`config.mk`:
```
export PLATFORM = sky130hd
export DESIGN_NAME = ctl_fsm
export DESIGN_NICKNAME = d
export VERILOG_FILES = /design/src/rtl/ctl_pkg.sv /design/src/rtl/skip_eval.sv /design/src/rtl/trap_vec.sv /design/src/rtl/ctl_fsm.sv
export SDC_FILE = /design/constraint.sdc
export NUM_CORES = 1
export LEC_CHECK = 0
export ABC_AREA = 1
export BUFFER_PORTS_ARGS = -buffer_cell sky130_fd_sc_hd__buf_4
export CORE_MARGIN = 5
export CORE_UTILIZATION = 35
export CTS_CLUSTER_DIAMETER = 50
export CTS_CLUSTER_SIZE = 16
export DETAILED_ROUTE_END_ITERATION = 6
export PLACE_DENSITY = 0.78
export SYNTH_ARGS = -nofsm -noshare
export SYNTH_HDL_FRONTEND = slang
export SYNTH_SLANG_ARGS = --single-unit
```
`constraint.sdc`:
```
create_clock -name clk -period 3.3 [get_ports clk]
set_clock_uncertainty 0.2 [all_clocks]
set_input_delay 0.495 -clock clk [delete_from_list [all_inputs] [get_ports clk]]
set_output_delay 0.495 -clock clk [all_outputs]
set_load 0.005 [all_outputs]
```
`src/rtl/ctl_pkg.sv`:
```
package ctl_pkg;
    typedef enum logic [2:0] {
        OC_NOP    = 3'd0,
        OC_ALU    = 3'd1,
        OC_LOAD   = 3'd2,
        OC_STORE  = 3'd3,
        OC_SKIP   = 3'd4,
        OC_PREFIX = 3'd5,
        OC_CFLOW  = 3'd6,
        OC_TRAP   = 3'd7
    } op_class_e;

    typedef enum logic [2:0] {
        SK_FLAG    = 3'd0,
        SK_ZERO    = 3'd1,
        SK_NONZERO = 3'd2,
        SK_BITSET  = 3'd3,
        SK_BITCLR  = 3'd4
    } skip_kind_e;

    typedef enum logic [2:0] {
        ST_RUN  = 3'd0,
        ST_LDW  = 3'd1,
        ST_STW  = 3'd2,
        ST_CHK  = 3'd3,
        ST_TRAP = 3'd4
    } ctl_state_e;
endpackage

```
`src/rtl/skip_eval.sv`:
```
module skip_eval #(
    parameter int DATA_W = 32,
    parameter int FLAG_W = 4,
    parameter int BIT_W  = $clog2(DATA_W)
) (
    input  logic [2:0]        kind,
    input  logic [FLAG_W-1:0] flags,
    input  logic [FLAG_W-1:0] mask,
    input  logic [DATA_W-1:0] opnd,
    input  logic [BIT_W-1:0]  bit_sel,
    output logic              taken
);
    import ctl_pkg::*;

    logic sel_bit;
    assign sel_bit = opnd[bit_sel];

    always_comb begin
        case (kind)
            SK_FLAG:    taken = |(flags & mask);
            SK_ZERO:    taken = (opnd == '0);
            SK_NONZERO: taken = (opnd != '0);
            SK_BITSET:  taken = sel_bit;
            SK_BITCLR:  taken = !sel_bit;
            default:    taken = 1'b0;
        endcase
    end
endmodule

```
`src/rtl/trap_vec.sv`:
```
module trap_vec #(
    parameter int              ADDR_W   = 32,
    parameter int              TNUM_W   = 5,
    parameter logic [ADDR_W-1:0] VEC_BASE = 'h100
) (
    input  logic              clk,
    input  logic              rst,
    input  logic              capture,
    input  logic              use_held,
    input  logic [TNUM_W-1:0] num_in,
    output logic [ADDR_W-1:0] addr
);
    localparam int PAD_W = ADDR_W - TNUM_W;

    logic [TNUM_W-1:0] held;
    logic [TNUM_W-1:0] num;

    always_ff @(posedge clk) begin
        if (rst)          held <= '0;
        else if (capture) held <= num_in;
    end

    assign num  = use_held ? held : num_in;
    assign addr = VEC_BASE + ({{PAD_W{1'b0}}, num} << 2);
endmodule

```
`src/rtl/ctl_fsm.sv`:
```
module ctl_fsm #(
    parameter int                DATA_W   = 32,
    parameter int                ADDR_W   = 32,
    parameter int                FLAG_W   = 4,
    parameter int                TNUM_W   = 5,
    parameter logic [ADDR_W-1:0] VEC_BASE = 'h100,
    parameter int                BIT_W    = $clog2(DATA_W)
) (
    input  logic              clk,
    input  logic              rst,
    input  logic [2:0]        od_class,
    input  logic [2:0]        ex_class,
    input  logic [2:0]        ex_skip_kind,
    input  logic [FLAG_W-1:0] ex_flag_mask,
    input  logic [FLAG_W-1:0] flags,
    input  logic [DATA_W-1:0] reg_opnd,
    input  logic [BIT_W-1:0]  ex_bit_sel,
    input  logic [TNUM_W-1:0] ex_trap_num,
    input  logic              mem_wait,
    input  logic [ADDR_W-1:0] mem_rdata,
    input  logic              pf_empty,
    input  logic              irq_req,
    input  logic              irq_sw,
    input  logic [TNUM_W-1:0] irq_num,
    output logic              stall,
    output logic              commit_en,
    output logic              rf_we,
    output logic              pf_flush,
    output logic              pipe_flush,
    output logic              mem_rd,
    output logic              mem_wr,
    output logic              vec_sel,
    output logic [ADDR_W-1:0] vec_addr,
    output logic              fetch_redirect,
    output logic [ADDR_W-1:0] fetch_pc,
    output logic              inject_trap,
    output logic [TNUM_W-1:0] inject_num,
    output logic              squash_young
);
    import ctl_pkg::*;

    ctl_state_e state, state_nx;
    op_class_e  ex_c, od_c;
    logic       skip_hit, od_cf, trap_cap;
    logic [ADDR_W-1:0] vaddr_raw;

    assign ex_c  = op_class_e'(ex_class);
    assign od_c  = op_class_e'(od_class);
    assign od_cf = (od_c == OC_CFLOW);

    skip_eval #(.DATA_W(DATA_W), .FLAG_W(FLAG_W), .BIT_W(BIT_W)) u_skip (
        .kind(ex_skip_kind), .flags(flags), .mask(ex_flag_mask),
        .opnd(reg_opnd), .bit_sel(ex_bit_sel), .taken(skip_hit)
    );

    assign trap_cap = !rst && (state == ST_RUN) && !pf_empty && (ex_c == OC_TRAP);

    trap_vec #(.ADDR_W(ADDR_W), .TNUM_W(TNUM_W), .VEC_BASE(VEC_BASE)) u_vec (
        .clk(clk), .rst(rst), .capture(trap_cap), .use_held(state == ST_TRAP),
        .num_in(ex_trap_num), .addr(vaddr_raw)
    );

    // state register
    always_ff @(posedge clk) begin
        if (rst) state <= ST_RUN;
        else     state <= state_nx;
    end

    // outputs and next state
    always_comb begin
        state_nx       = state;
        stall          = 1'b0;
        commit_en      = 1'b0;
        rf_we          = 1'b0;
        pf_flush       = 1'b0;
        pipe_flush     = 1'b0;
        mem_rd         = 1'b0;
        mem_wr         = 1'b0;
        vec_sel        = 1'b0;
        fetch_redirect = 1'b0;
        fetch_pc       = '0;
        inject_trap    = 1'b0;
        inject_num     = '0;
        squash_young   = 1'b0;
        unique case (state)
            ST_RUN: begin
                if (pf_empty) begin
                    stall = 1'b1;
                end else begin
                    unique case (ex_c)
                        OC_LOAD: begin
                            mem_rd = 1'b1;
                            if (mem_wait) begin
                                stall    = 1'b1;
                                state_nx = ST_LDW;
                            end else begin
                                commit_en = 1'b1;
                                rf_we     = 1'b1;
                            end
                        end
                        OC_STORE: begin
                            mem_wr = 1'b1;
                            if (mem_wait) begin
                                stall    = 1'b1;
                                state_nx = ST_STW;
                            end else begin
                                commit_en = 1'b1;
                            end
                        end
                        OC_TRAP: begin
                            mem_rd   = 1'b1;
                            vec_sel  = 1'b1;
                            stall    = 1'b1;
                            state_nx = ST_TRAP;
                        end
                        OC_SKIP: begin
                            commit_en = 1'b1;
                            if (skip_hit) state_nx = ST_CHK;
                        end
                        OC_ALU: begin
                            commit_en = 1'b1;
                            rf_we     = 1'b1;
                        end
                        default: commit_en = 1'b1;
                    endcase
                    pf_flush = od_cf && !stall && !((ex_c == OC_SKIP) && skip_hit);
                    if (irq_req && !stall) begin
                        inject_trap  = 1'b1;
                        inject_num   = irq_num;
                        squash_young = irq_sw;
                    end
                end
            end
            ST_LDW, ST_STW: begin
                mem_rd = (state == ST_LDW);
                mem_wr = (state == ST_STW);
                if (mem_wait) begin
                    stall = 1'b1;
                end else begin
                    commit_en = 1'b1;
                    rf_we     = (state == ST_LDW);
                    pf_flush  = od_cf;
                    state_nx  = ST_RUN;
                end
            end
            ST_CHK: begin
                if (pf_empty) begin
                    stall = 1'b1;
                end else if (ex_c != OC_PREFIX) begin
                    pf_flush = od_cf;
                    state_nx = ST_RUN;
                end
            end
            ST_TRAP: begin
                mem_rd  = 1'b1;
                vec_sel = 1'b1;
                if (mem_wait) begin
                    stall = 1'b1;
                end else begin
                    pf_flush       = 1'b1;
                    pipe_flush     = 1'b1;
                    fetch_redirect = 1'b1;
                    fetch_pc       = mem_rdata;
                    state_nx       = ST_RUN;
                end
            end
        endcase
        if (rst) begin
            state_nx       = ST_RUN;
            stall          = 1'b0;
            commit_en      = 1'b0;
            rf_we          = 1'b0;
            pf_flush       = 1'b0;
            pipe_flush     = 1'b0;
            mem_rd         = 1'b0;
            mem_wr         = 1'b0;
            vec_sel        = 1'b0;
            fetch_redirect = 1'b0;
            fetch_pc       = '0;
            inject_trap    = 1'b0;
            inject_num     = '0;
            squash_young   = 1'b0;
        end
    end

    assign vec_addr = vec_sel ? vaddr_raw : '0;

    assert_rf_we_commit_R2: assert property (@(posedge clk) disable iff (rst)
        rf_we |-> commit_en);
    assert_ldw_hold_R3: assert property (@(posedge clk) disable iff (rst)
        (state == ST_LDW && mem_wait) |-> (stall && mem_rd && !commit_en));
    assert_rd_wr_excl_R4: assert property (@(posedge clk) disable iff (rst)
        !(mem_rd && mem_wr));
    assert_shadow_quiet_R6: assert property (@(posedge clk) disable iff (rst)
        (state == ST_CHK) |-> (!commit_en && !mem_rd && !mem_wr));
    assert_vec_stable_R7: assert property (@(posedge clk) disable iff (rst)
        (state == ST_TRAP && mem_wait) |=> $stable(vec_addr));
    assert_flush_pair_R7: assert property (@(posedge clk) disable iff (rst)
        pipe_flush |-> (pf_flush && fetch_redirect));
    assert_inject_run_R11: assert property (@(posedge clk) disable iff (rst)
        inject_trap |-> (state == ST_RUN && !stall));
endmodule

```
# Word level (Yosys, flattened, before mapping)

Index checks and enable logic that the tools add are counted.

Add/subtract/negate cells: 1
Reduce and logical (&&, ||, !) cells: 22
Equality and inequality tests: 23
Bitwise logic cells: 1
Muxes and demuxes: 67
$lt $le $gt $ge: 1

Operator list:

| operator               | number |
|---|---|
| $mux W32               | 4 |
| $mux W1                | 37 |
| $logic_not A32 Y1      | 1 |
| $reduce_bool A32 Y1    | 1 |
| $mux W5                | 5 |
| $mux W3                | 7 |
| $eq A3 B2 Y1 const B   | 6 |
| $eq A3 B3 Y1 const B   | 5 |
| $pmux W1 S2            | 7 |
| $ne A3 B3 Y1 const B   | 4 |
| $pmux W3 S4            | 1 |
| $add A9 B7 Y10 const A | 1 |
| $eq A3 B1 Y1 const B   | 3 |
| $pmux W3 S3            | 1 |
| $ne A2 B2 Y1 const B   | 4 |
| $reduce_and A8 Y1      | 1 |
| $logic_and A1 B1 Y1    | 7 |
| $logic_not A3 Y1       | 2 |
| $lt A5 B6 Y1 const B   | 1 |
| $pmux W1 S3            | 2 |
| $reduce_or A2 Y1       | 3 |
| $bmux W1 S5            | 1 |
| $logic_not A1 Y1       | 5 |
| $ne A5 B1 Y1 const B   | 1 |
| 5 further kinds        | 5 |

Output and inout port bits: 80
Input bits: 102
Logic and storage cells: 117
Register bits after elaboration: 8

# Longest topological paths before layout

Gate-level depths: netlist (run 1).

Word-level depth: 11
Gate-level depth with buffers: 15
Depth with buffers taken out: 13

# Modules after synthesis

Synthesis (run 1) repeated with hierarchy kept, for this count alone.

Cell total of the unflattened synthesis: 466
Area total of the unflattened synthesis: 2,179.6 um^2

By module, submodules not included:

| module    | seq. area each (um^2) | cells an instance | area each (um^2) | times used |
|---|---|---|---|---|
| ctl_fsm   | 60.1                  | 270               | 1,138.6          | 1 |
| skip_eval | 0.0                   | 124               | 569.3            | 1 |
| trap_vec  | 100.1                 | 72                | 471.7            | 1 |

# Worst setup path after synthesis (run 1)

No wires, ideal clock.

Kind: input -> output
Start: input ex_bit_sel[0]
End: output pf_flush
Data required time: 2.605 ns
Path slack: 1.055 ns
Arrival time: 1.550 ns
Stages: 15
Buffers on the path: 2
Path through: buf_6 -> inv_8 -> buf_12 -> nand2_2 -> nand3_1 -> nand3_1 -> nand2_1 -> nand2_1 -> nand3_2 -> nand2_1 -> nand2_2 -> nand3_1 -> nand2_1 -> nand2_1 -> a21oi_1

Cells in the longest elaborated chain, start to end: 10

Ends and longest elaborated chain:

| what                              | RTL line        | text |
|---|---|---|
| from (decl)                       | ctl_fsm.sv:17   | `input logic [BIT_W-1:0] ex_bit_sel,` |
| $bmux W1 S5 (*)                   | skip_eval.sv:16 | `assign sel_bit = opnd[bit_sel];` |
| $mux W1 (not written as such) (*) | skip_eval.sv:16 |  |
| $logic_not A1 Y1                  | skip_eval.sv:24 | `SK_BITCLR: taken = !sel_bit;` |
| $pmux W1 S5 (*)                   | skip_eval.sv:19 | `case (kind)` |
| $logic_and A1 B1 Y1 (*)           | ctl_fsm.sv:126  | `pf_flush = od_cf && !stall && !((ex_c == OC_SKIP) && skip_hit);` |
| $logic_not A1 Y1 (*)              | ctl_fsm.sv:126  |  |
| $logic_and A1 B1 Y1 (*)           | ctl_fsm.sv:126  |  |
| $mux W1 (*)                       | ctl_fsm.sv:87   | `if (pf_empty) begin` |
| $pmux W1 S4 (*)                   | ctl_fsm.sv:85   | `unique case (state)` |
| $mux W1 (*)                       | ctl_fsm.sv:168  | `if (rst) begin` |
| to (decl)                         | ctl_fsm.sv:28   | `output logic pf_flush,` |

Every way passes the cells marked *; elsewhere a longest branch is shown, timed or not. The select of a mux whose other input is x is not followed.

# Worst setup path in the final report (run 1)

Start: register state[0]
End: output fetch_pc[12]

Cells in the longest elaborated chain, start to end: 3

Ends and longest elaborated chain:

| what                   | RTL line       | text |
|---|---|---|
| from (decl)            | ctl_fsm.sv:42  | `ctl_state_e state, state_nx;` |
| from (signal assigned) | ctl_fsm.sv:66  | `else state <= state_nx;` |
| $eq A3 B3 Y1           | ctl_fsm.sv:85  |  |
| $mux W32               | ctl_fsm.sv:85  |  |
| $mux W32               | ctl_fsm.sv:168 |  |
| to (decl)              | ctl_fsm.sv:35  | `output logic [ADDR_W-1:0] fetch_pc,` |

Every way passes these cells.

==> results.txt, run 1 <==
1st-iter DRT viols = 88
MaxCap Viol Count = 0
Post-synth EDFFs = 0
Final min period = 2.71 ns
# diodes = 0
DP HPWL = 6480 um
Std cell rows = 26
Fraction of layout cells with a size suffix above 1 = 38.2%
Post-synth top area share = 16.4%
Warnings from Yosys = 0
# fillers = 513
CTS H-tree lvls = 1
RSZ-0062 raised after global routing = false
Hold buffer count at cts = 0
Clock transition at path regs = 0.04 ns
Register area share after synthesis = 8.53%
Area growth, synth to finish = 59.2%
GRT Util Overall = 19.6%
Worst path cell trace = nor2_2 > nand2_2 > nor2_1 > inv_1 > nor2_1 > inv_1 > nor2_1 > buf_4
Setup Viol. Count Final = 0
CTS tree = done
Hold worst-path end = u_vec.held[2]$_SDFFE_PP0P_
Synth top area cells = nand2_1 (16%), nor2_1 (16%), buf_4 (12%)
Reg2reg end = state[1]$_SDFFE_PP0P_
Final hold violations = 0
Cell repeated most along the worst path = nor2_1
Synth Instances = 358
Die Span Y = 83.3 um
Placed cell count = 572
Die footprint = 6930 um2
Critical path's largest stage delay = 0.41 ns
Async S/R FF share, synth = 0%
Insertion delay to the later sink of the worst-skew pair = 0.22 ns
Post-layout nets = 609
Crit-path max FO = 32
Highest-delay cell along the critical path = inv_1
Final cell count without fillers = 575
Worst Reg-to-Reg Cells = 9
Initial Util = 36.3%
WP data required = 2.60 ns
Largest net degree at the start of global routing = 33
RePlAce Congestion = 0.907
First-pass GRT wire length = 11,600 um
CTS Sinks = 8
Tcrit/Tclk final = 82.1%
Rel. slew slack = 40.4%
Post-CTS Setup Bufs = 0
Post-synthesis cell area = 1880 um2
Main flop type after synthesis = dfxtp_1
GR Overflow Total = 0
Startpoint types = flop
Post-synth top cells = nand2_1 (82), nor2_1 (78), inv_1 (55)
I/O Buffers = 155
Top-count cell post-synth = nand2_1
Syn Area/Cell = 5.25 um2
WP buf/inv = 3
FF-to-FF Start = state[0]$_SDFFE_PP0P_
Vias per std cell = 4.47
Hold wc startpoint = u_vec.held[2]$_SDFFE_PP0P_
Critical path class = flop to primary output
Worst vdd ir = 0.000332 V
CP top delay family = simple AND/OR/NAND/NOR gates
Post-synth top area cell = nand2_1
Fmax achieved = 369 MHz
Final Slew Violations = 0
Antenna Nets Post-Route = 0
Die X = 83.3 um
Via count = 2,568
DRC violations left = 0
PwrDens = 322 nW/um2
Setup tns final = 0 ns
Core area = 5170 um2
Leak Pwr = 1.75 nW
Initial antenna violation count = 0
Hold Crit Class = flop to flop
Worst Path Arrival = 2.02 ns
Drt pass-1 iters = 5
Slew @ Worst Pin = 0.894 ns
Seq cells post-synth = 8
TritonCTS Buffers = 3
PostCTS Resize Cnt = 0
Worst hold path depth = 2
DRT Wirelength = 7230 um
I/O Pins = 182
CP endpoint kind = primary output
CTS max path bufs = 2
Post-synthesis cell type count = 28
Avg WL per Cell = 12.6 um
Clk root buf = clkbuf_8
Vias in the first global route = 2,454
Status = finished clean
R2R setup slack = 1.49 ns
how the worst max path moves through the flow:
stage / startpoint / endpoint / cells after the start
after CTS: state[0]$_SDFFE_PP0P_ / fetch_pc[12] / 8
after detailed placement: ex_bit_sel[0] / pf_flush / 15
after global routing: state[0]$_SDFFE_PP0P_ / fetch_pc[2] / 8
after floorplan: ex_bit_sel[0] / pf_flush / 15
after global placement: ex_class[2] / inject_num[1] / 7
final: state[0]$_SDFFE_PP0P_ / fetch_pc[12] / 8
per-layer routing:
layer,wire length (um),track usage (%),up-vias
li1,-,-,1332
met1,2610,20.8,1133
met2,3970,39.1,87
met3,491,3.56,16
met4,161,4.90,0
met5,0,0,-
worst register-to-register path: stages (launching register included):
cell and delay [ns]:
dfxtp_1 0.40, nor2_2 0.08, nand2_2 0.17, nand3_1 0.12
nand2_1 0.07, o21ai_1 0.11, a221oi_4 0.31, nand3_1 0.12
nand2_1 0.08, nor2_1 0.04
registers in the layout (all words and copies together), names as in the netlist:
register / cells
state: 3
u_vec.held: 5
layout make-up:
type | instances | area [um2] | share of cell area [%]
Timing Repair Buffer | 155 | 1160 | 38.9
Sequential cell | 8 | 160 | 5.36
Clock buffer | 3 | 41.3 | 1.38
Inverter | 60 | 233 | 7.79
Multi-Input combinational cell | 279 | 1300 | 43.6
Tap cell | 70 | 87.6 | 2.93
layout by cell type, fill, tap and decap left out, drive strengths merged:
cell type and instances:
buf 155, nand2 94, nor2 81, inv 60, nand3 38, conb 26
a21oi 19, dfxtp 8, o21ai 8, nor3 5, clkbuf 3, o31ai 2
nor3b 1, a31oi 1, and2 1, nor4 1, nand4 1, a221oi 1
cells by family after synthesis:
kind of cell | after synthesis | synth area share (%)
flip-flops | 8 | 8.53
other | 1 | 0.200
buffers and inverters | 96 | 27.0
AO/OA/AOI/OAI | 31 | 10.9
AND/OR/NAND/NOR | 222 | 53.3
stage by stage:
stage	util, %	total power, mW	area (um2)	hold WS [ns]	setup WS (ns)
finish	57.8	0.964	2990	0.259	0.590
global route	57.8	1.06	2990	0.296	0.313
CTS	57.8	0.965	2990	0.265	0.598
detailed placement	57.0	0.845	2950	0.259	0.782
global placement	57.0	0.832	2950	0.257	0.810
floorplan	-	0.583	1970	0.239	1.06
report_power, final:
part | internal, mW | switching, mW
logic | 0.314 | 0.397
clock network | 0.0788 | 0.0354
registers | 0.117 | 0.0216
total | 0.510 | 0.454
(Power assumes the default switching activity.)
==> inputs of run 2 (changes only) <==
- CORE_UTILIZATION: 35 -> 34
- PLACE_DENSITY: 0.78 -> 0.79
- clock period: 3.3 -> 2.4 ns (I/O delays scaled with it)
==> results.txt, run 2 (same netlist as run 1, synthesis figures left out) <==
1st-iter DRT viols = 127
Vias in the first global route = 2,327
Cell-internal power = 0.737 mW
Max reg flops = 5
Die X = 84.3 um
Fraction of layout cells with a size suffix above 1 = 39.4%
RSZ-0062 raised after global routing = false
Switch Pwr = 0.635 mW
# fillers = 538
Core area = 5440 um2
GRT Util Overall = 17.6%
Clock power share = 11.3%
Status = finished clean
Critical path class = flop to primary output
Vias per std cell = 4.43
I/O Buffers = 155
Antenna Nets Post-Route = 0
CTS tree = done
Final hold violations = 0
Setup tns final = 0 ns
Setup Viol. Count Final = 0
Commonest cells after routing, fill and taps aside = buf_4 (156), nand2_1 (82), nor2_1 (77), inv_1 (55), nand3_1 (32)
Startpoint types = flop
Post-CTS Setup Bufs = 0
Commonest non-fill, non-tap cell in the layout = buf_4
Drt pass-1 iters = 5
Die footprint = 7110 um2
Leak Pwr = 1.78 nW
Worst Path Arrival = 1.69 ns
Avg WL per Cell = 12.1 um
I/O Pins = 182
Placement Setup Slack = 0.204 ns
Multi-input logic area = 1330 um2
DRC violations left = 0
Via count = 2,567
Clock transition at path regs = 0.04 ns
Crit-path max FO = 5
Fmax achieved = 445 MHz
Initial antenna violation count = 0
Final min period = 2.25 ns
Die Span Y = 84.3 um
TritonCTS Buffers = 3
Design Power = 1.37 mW
Post-layout nets = 612
CTS H-tree lvls = 1
Tcrit/Tclk final = 93.6%
# diodes = 0
GR Overflow Total = 0
Power share of the sequential group = 14.4%
Std cell rows = 27
Area taken by flip-flops and latches = 160 um2
PwrDens = 449 nW/um2
Comb power frac = 74.3%
Setup WS post-layout = 0.153 ns
Insertion delay to the later sink of the worst-skew pair = 0.22 ns
Area growth, synth to finish = 62.6%
Hold Crit Class = primary input to flop
CP endpoint kind = primary output
Final Slew Violations = 0
DRT Wirelength = 7040 um
Clk root buf = clkbuf_8
Worst vdd ir = 0.000551 V
Biggest register = u_vec.held
Biggest registers after layout = u_vec.held x5, state x3
First-pass GRT wire length = 10,600 um
CTS Sinks = 8
RePlAce Congestion = 0.867
Fin Hold WS = 0.199 ns
CTS max path bufs = 2
WP data required = 1.84 ns
DP HPWL = 6070 um
Largest net degree at the start of global routing = 33
MaxCap Viol Count = 0
Switching Fraction = 46.3%
Initial Util = 34.5%
[run 2: power by group through the flow]
stage,clock (mW),combinational (mW),sequential (mW)
2_1_floorplan,0,0.616,0.185
3_3_place_gp,0,0.986,0.190
3_5_place_dp,0,0.992,0.191
4_1_cts,0.159,0.995,0.189
5_1_grt,0.171,1.13,0.201
6_report,0.155,1.02,0.198
[run 2: what timing repair did]
action / CTS / global route
hold buffers: 0 / 0
endpoints found under the setup margin: 0 / 35
resized for setup: 0 / 9
[run 2: worst paths after layout]
path | cells after the start | endpoint | slack [ns] | startpoint
max reg2reg | 9 | state[2]$_SDFFE_PP0P_ | 0.55 | state[2]$_SDFFE_PP0P_
min reg2reg | 2 | u_vec.held[4]$_SDFFE_PP0P_ | 0.26 | u_vec.held[4]$_SDFFE_PP0P_
max | 8 | rf_we | 0.15 | state[0]$_SDFFE_PP0P_
min | 2 | u_vec.held[2]$_SDFFE_PP0P_ | 0.20 | rst
[run 2: area by class of cell]
| class | count | share of cell area, % |
|---|---|---|
| repair buffers | 158 | 39.1 |
| inverters | 60 | 7.78 |
| clock buffers | 3 | 1.35 |
| flip-flops and latches | 8 | 5.24 |
| multi-input cells | 279 | 43.6 |
| well taps | 72 | 2.95 |
[run 2: critical path, stage by stage, from the launching register on]
cell and delay, ns:
dfxtp_1 0.36, nor2_4 0.16, nand2_2 0.14, nor3_2 0.15, inv_1 0.08, o31ai_2 0.22
a21oi_1 0.10, nor2_1 0.12, buf_4 0.13
[run 2: layer usage]
layer	routed length (um)	global-route usage, %	vias to the layer above
met1	2730	20.8	1112
met2	3700	32.4	98
li1	-	-	1349
met5	0	0	-
met3	540	4.12	8
met4	71	3.22	0
[run 2: per-stage QoR]
step	utilization [%]	area (um2)	std cells
3_5_place_dp	54.7	2970	577
2_1_floorplan	-	1970	383
6_report	56.2	3050	580
5_1_grt	56.2	3050	580
3_3_place_gp	54.7	2970	577
4_1_cts	55.4	3010	580
==> inputs of run 3 (changes only) <==
- CORE_UTILIZATION: 34 -> 35
- PLACE_DENSITY: 0.79 -> 0.77
- SYNTH_HIERARCHICAL: unset -> 1
==> results.txt, run 3 <==
Status = finished clean
CTS H-tree lvls = 1
Setup Viol. Count Final = 0
Final Slew Violations = 0
Via count = 2,956
Hold buffer count at cts = 0
Synth top area cells = nor2_1 (21%), inv_1 (17%), nand2_1 (17%)
PwrDens = 396 nW/um2
Die X = 88.9 um
Rel. slew slack = 66.3%
Async S/R FF share, synth = 0%
Fmax achieved = 432 MHz
Register area share after synthesis = 7.35%
Die footprint = 7910 um2
Top-count cell post-synth = nor2_1
Final min period = 2.32 ns
Die Span Y = 88.9 um
Clock transition at path regs = 0.04 ns
Commonest cells after routing, fill and taps aside = buf_4 (160), nor2_1 (121), nand2_1 (100), inv_1 (98), nand3_1 (35)
Design Power = 1.36 mW
Post-synthesis cell area = 2180 um2
Worst Path Arrival = 1.76 ns
Antenna Nets Post-Route = 0
Biggest register = u_vec/held
Std cell rows = 28
I/O Pins = 182
Leak Pwr = 2.08 nW
Avg WL per Cell = 10.9 um
Post-synth top cells = nor2_1 (124), inv_1 (100), nand2_1 (100)
Clk root buf = clkbuf_8
Placement Setup Slack = -0.0271 ns
Placed cell areas = 3270 um2
Crit-path max FO = 8
WP data required = 1.84 ns
GR Overflow Total = 0
Initial Util = 36.4%
Biggest registers after layout = u_vec/held x5, state x3
Startpoint types = primary input
Syn Area/Cell = 4.68 um2
Final cell count without fillers = 690
DP HPWL = 6380 um
Tcrit/Tclk final = 96.5%
DRT Wirelength = 7510 um
1st-iter DRT viols = 137
RSZ-0062 raised after global routing = true
TritonCTS Buffers = 3
Seq cells post-synth = 8
Synth Instances = 466
RePlAce Congestion = 0.899
CTS max path bufs = 2
Worst vdd ir = 0.000242 V
I/O Buffers = 155
Area growth, synth to finish = 57.6%
Fraction of layout cells with a size suffix above 1 = 32.4%
Post-route cell area = 3440 um2
Insertion delay to the later sink of the worst-skew pair = 0.22 ns
Post-layout nets = 719
Max reg flops = 5
Final hold violations = 0
MaxCap Viol Count = 0
Setup tns final = 0 ns
Drt pass-1 iters = 4
DRC violations left = 0
Placed cell count = 686
Warnings from Yosys = 6
# fillers = 603
Core area = 5990 um2
First-pass GRT wire length = 11,100 um
Post-synth top area cell = nor2_1
# diodes = 0
Commonest non-fill, non-tap cell in the layout = buf_4
Post-synth EDFFs = 0
Slew @ Worst Pin = 0.505 ns
CTS Sinks = 8
Largest net degree at the start of global routing = 34
Vias in the first global route = 2,732
Initial antenna violation count = 0
Main flop type after synthesis = dfxtp_1
CTS tree = done
Critical path class = primary input to primary output
CP endpoint kind = primary output
GRT Util Overall = 16.9%
Vias per std cell = 4.28
Post-synth top area share = 21.4%
Setup WS post-layout = 0.0841 ns
Hold Crit Class = primary input to flop
Post-synthesis cell type count = 28
run 3: path summary, 6_finish.rpt:
path / slack (ns) / cells after the start / startpoint / end
min reg2reg: 0.27 / 2 / u_vec/held[0]$_SDFFE_PP0P_ / u_vec/held[0]$_SDFFE_PP0P_
max reg2reg: 0.72 / 8 / state[1]$_SDFFE_PP0P_ / state[1]$_SDFFE_PP0P_
max: 0.08 / 16 / ex_bit_sel[1] / pf_flush
min: 0.25 / 5 / ex_trap_num[0] / u_vec/held[0]$_SDFFE_PP0P_
run 3: power breakdown:
group / switching [mW] / internal [mW]
sequential: 0.0369 / 0.157
clock: 0.0481 / 0.108
combinational: 0.571 / 0.440
run 3: worst max-delay path: stages:
cell and delay (ns):
buf_8 0.08, clkinvlp_4 0.21, nand3_2 0.15, nand3_2 0.06, nand2_1 0.08, nand2_1 0.06
nand3_2 0.08, nand2_1 0.05, nand2_1 0.07, nand3_2 0.08, inv_2 0.06, o21ai_2 0.05
o21ai_1 0.12, nand2_1 0.07, nor2_2 0.08, buf_4 0.12
run 3: metal layers:
metal	vias to the layer above	share of wire (%)	GRT usage (%)
met5	-	0	0
met4	0	0.45	2.06
met3	4	10	4.42
met2	131	50	31.0
met1	1214	39	20.1
li1	1607	-	-
run 3: what timing repair did:
action,CTS,global route
resized for setup,3,27
endpoints found under the setup margin,1,10
pin swaps,0,21
buffers inserted,0,1
run 3: cells by family after synthesis:
family | Yosys count | share of synthesized area (%)
AOI/OAI and AO/OA | 18 | 4.54
buffers and inverters | 146 | 32.2
and+or+nand+nor | 292 | 55.6
other | 2 | 0.345
DFF | 8 | 7.35
run 3: metrics by stage:
stage | hold WS (ns) | utilization (%)
floorplan | 0.249 | -
global placement | 0.260 | 54.7
detailed placement | 0.264 | 54.7
CTS | 0.246 | 55.5
global route | 0.265 | 57.4
finish | 0.247 | 57.4
run 3: layout make-up:
cell class                 instances  area, um2  share of cell area, %
clock buffer                       3       41.3                   1.20
inverter                         105        412                   12.0
multi-input combinational        337       1490                   43.4
sequential                         8        160                   4.66
tap                               75       93.8                   2.73
timing repair buffer             162       1240                   36.0
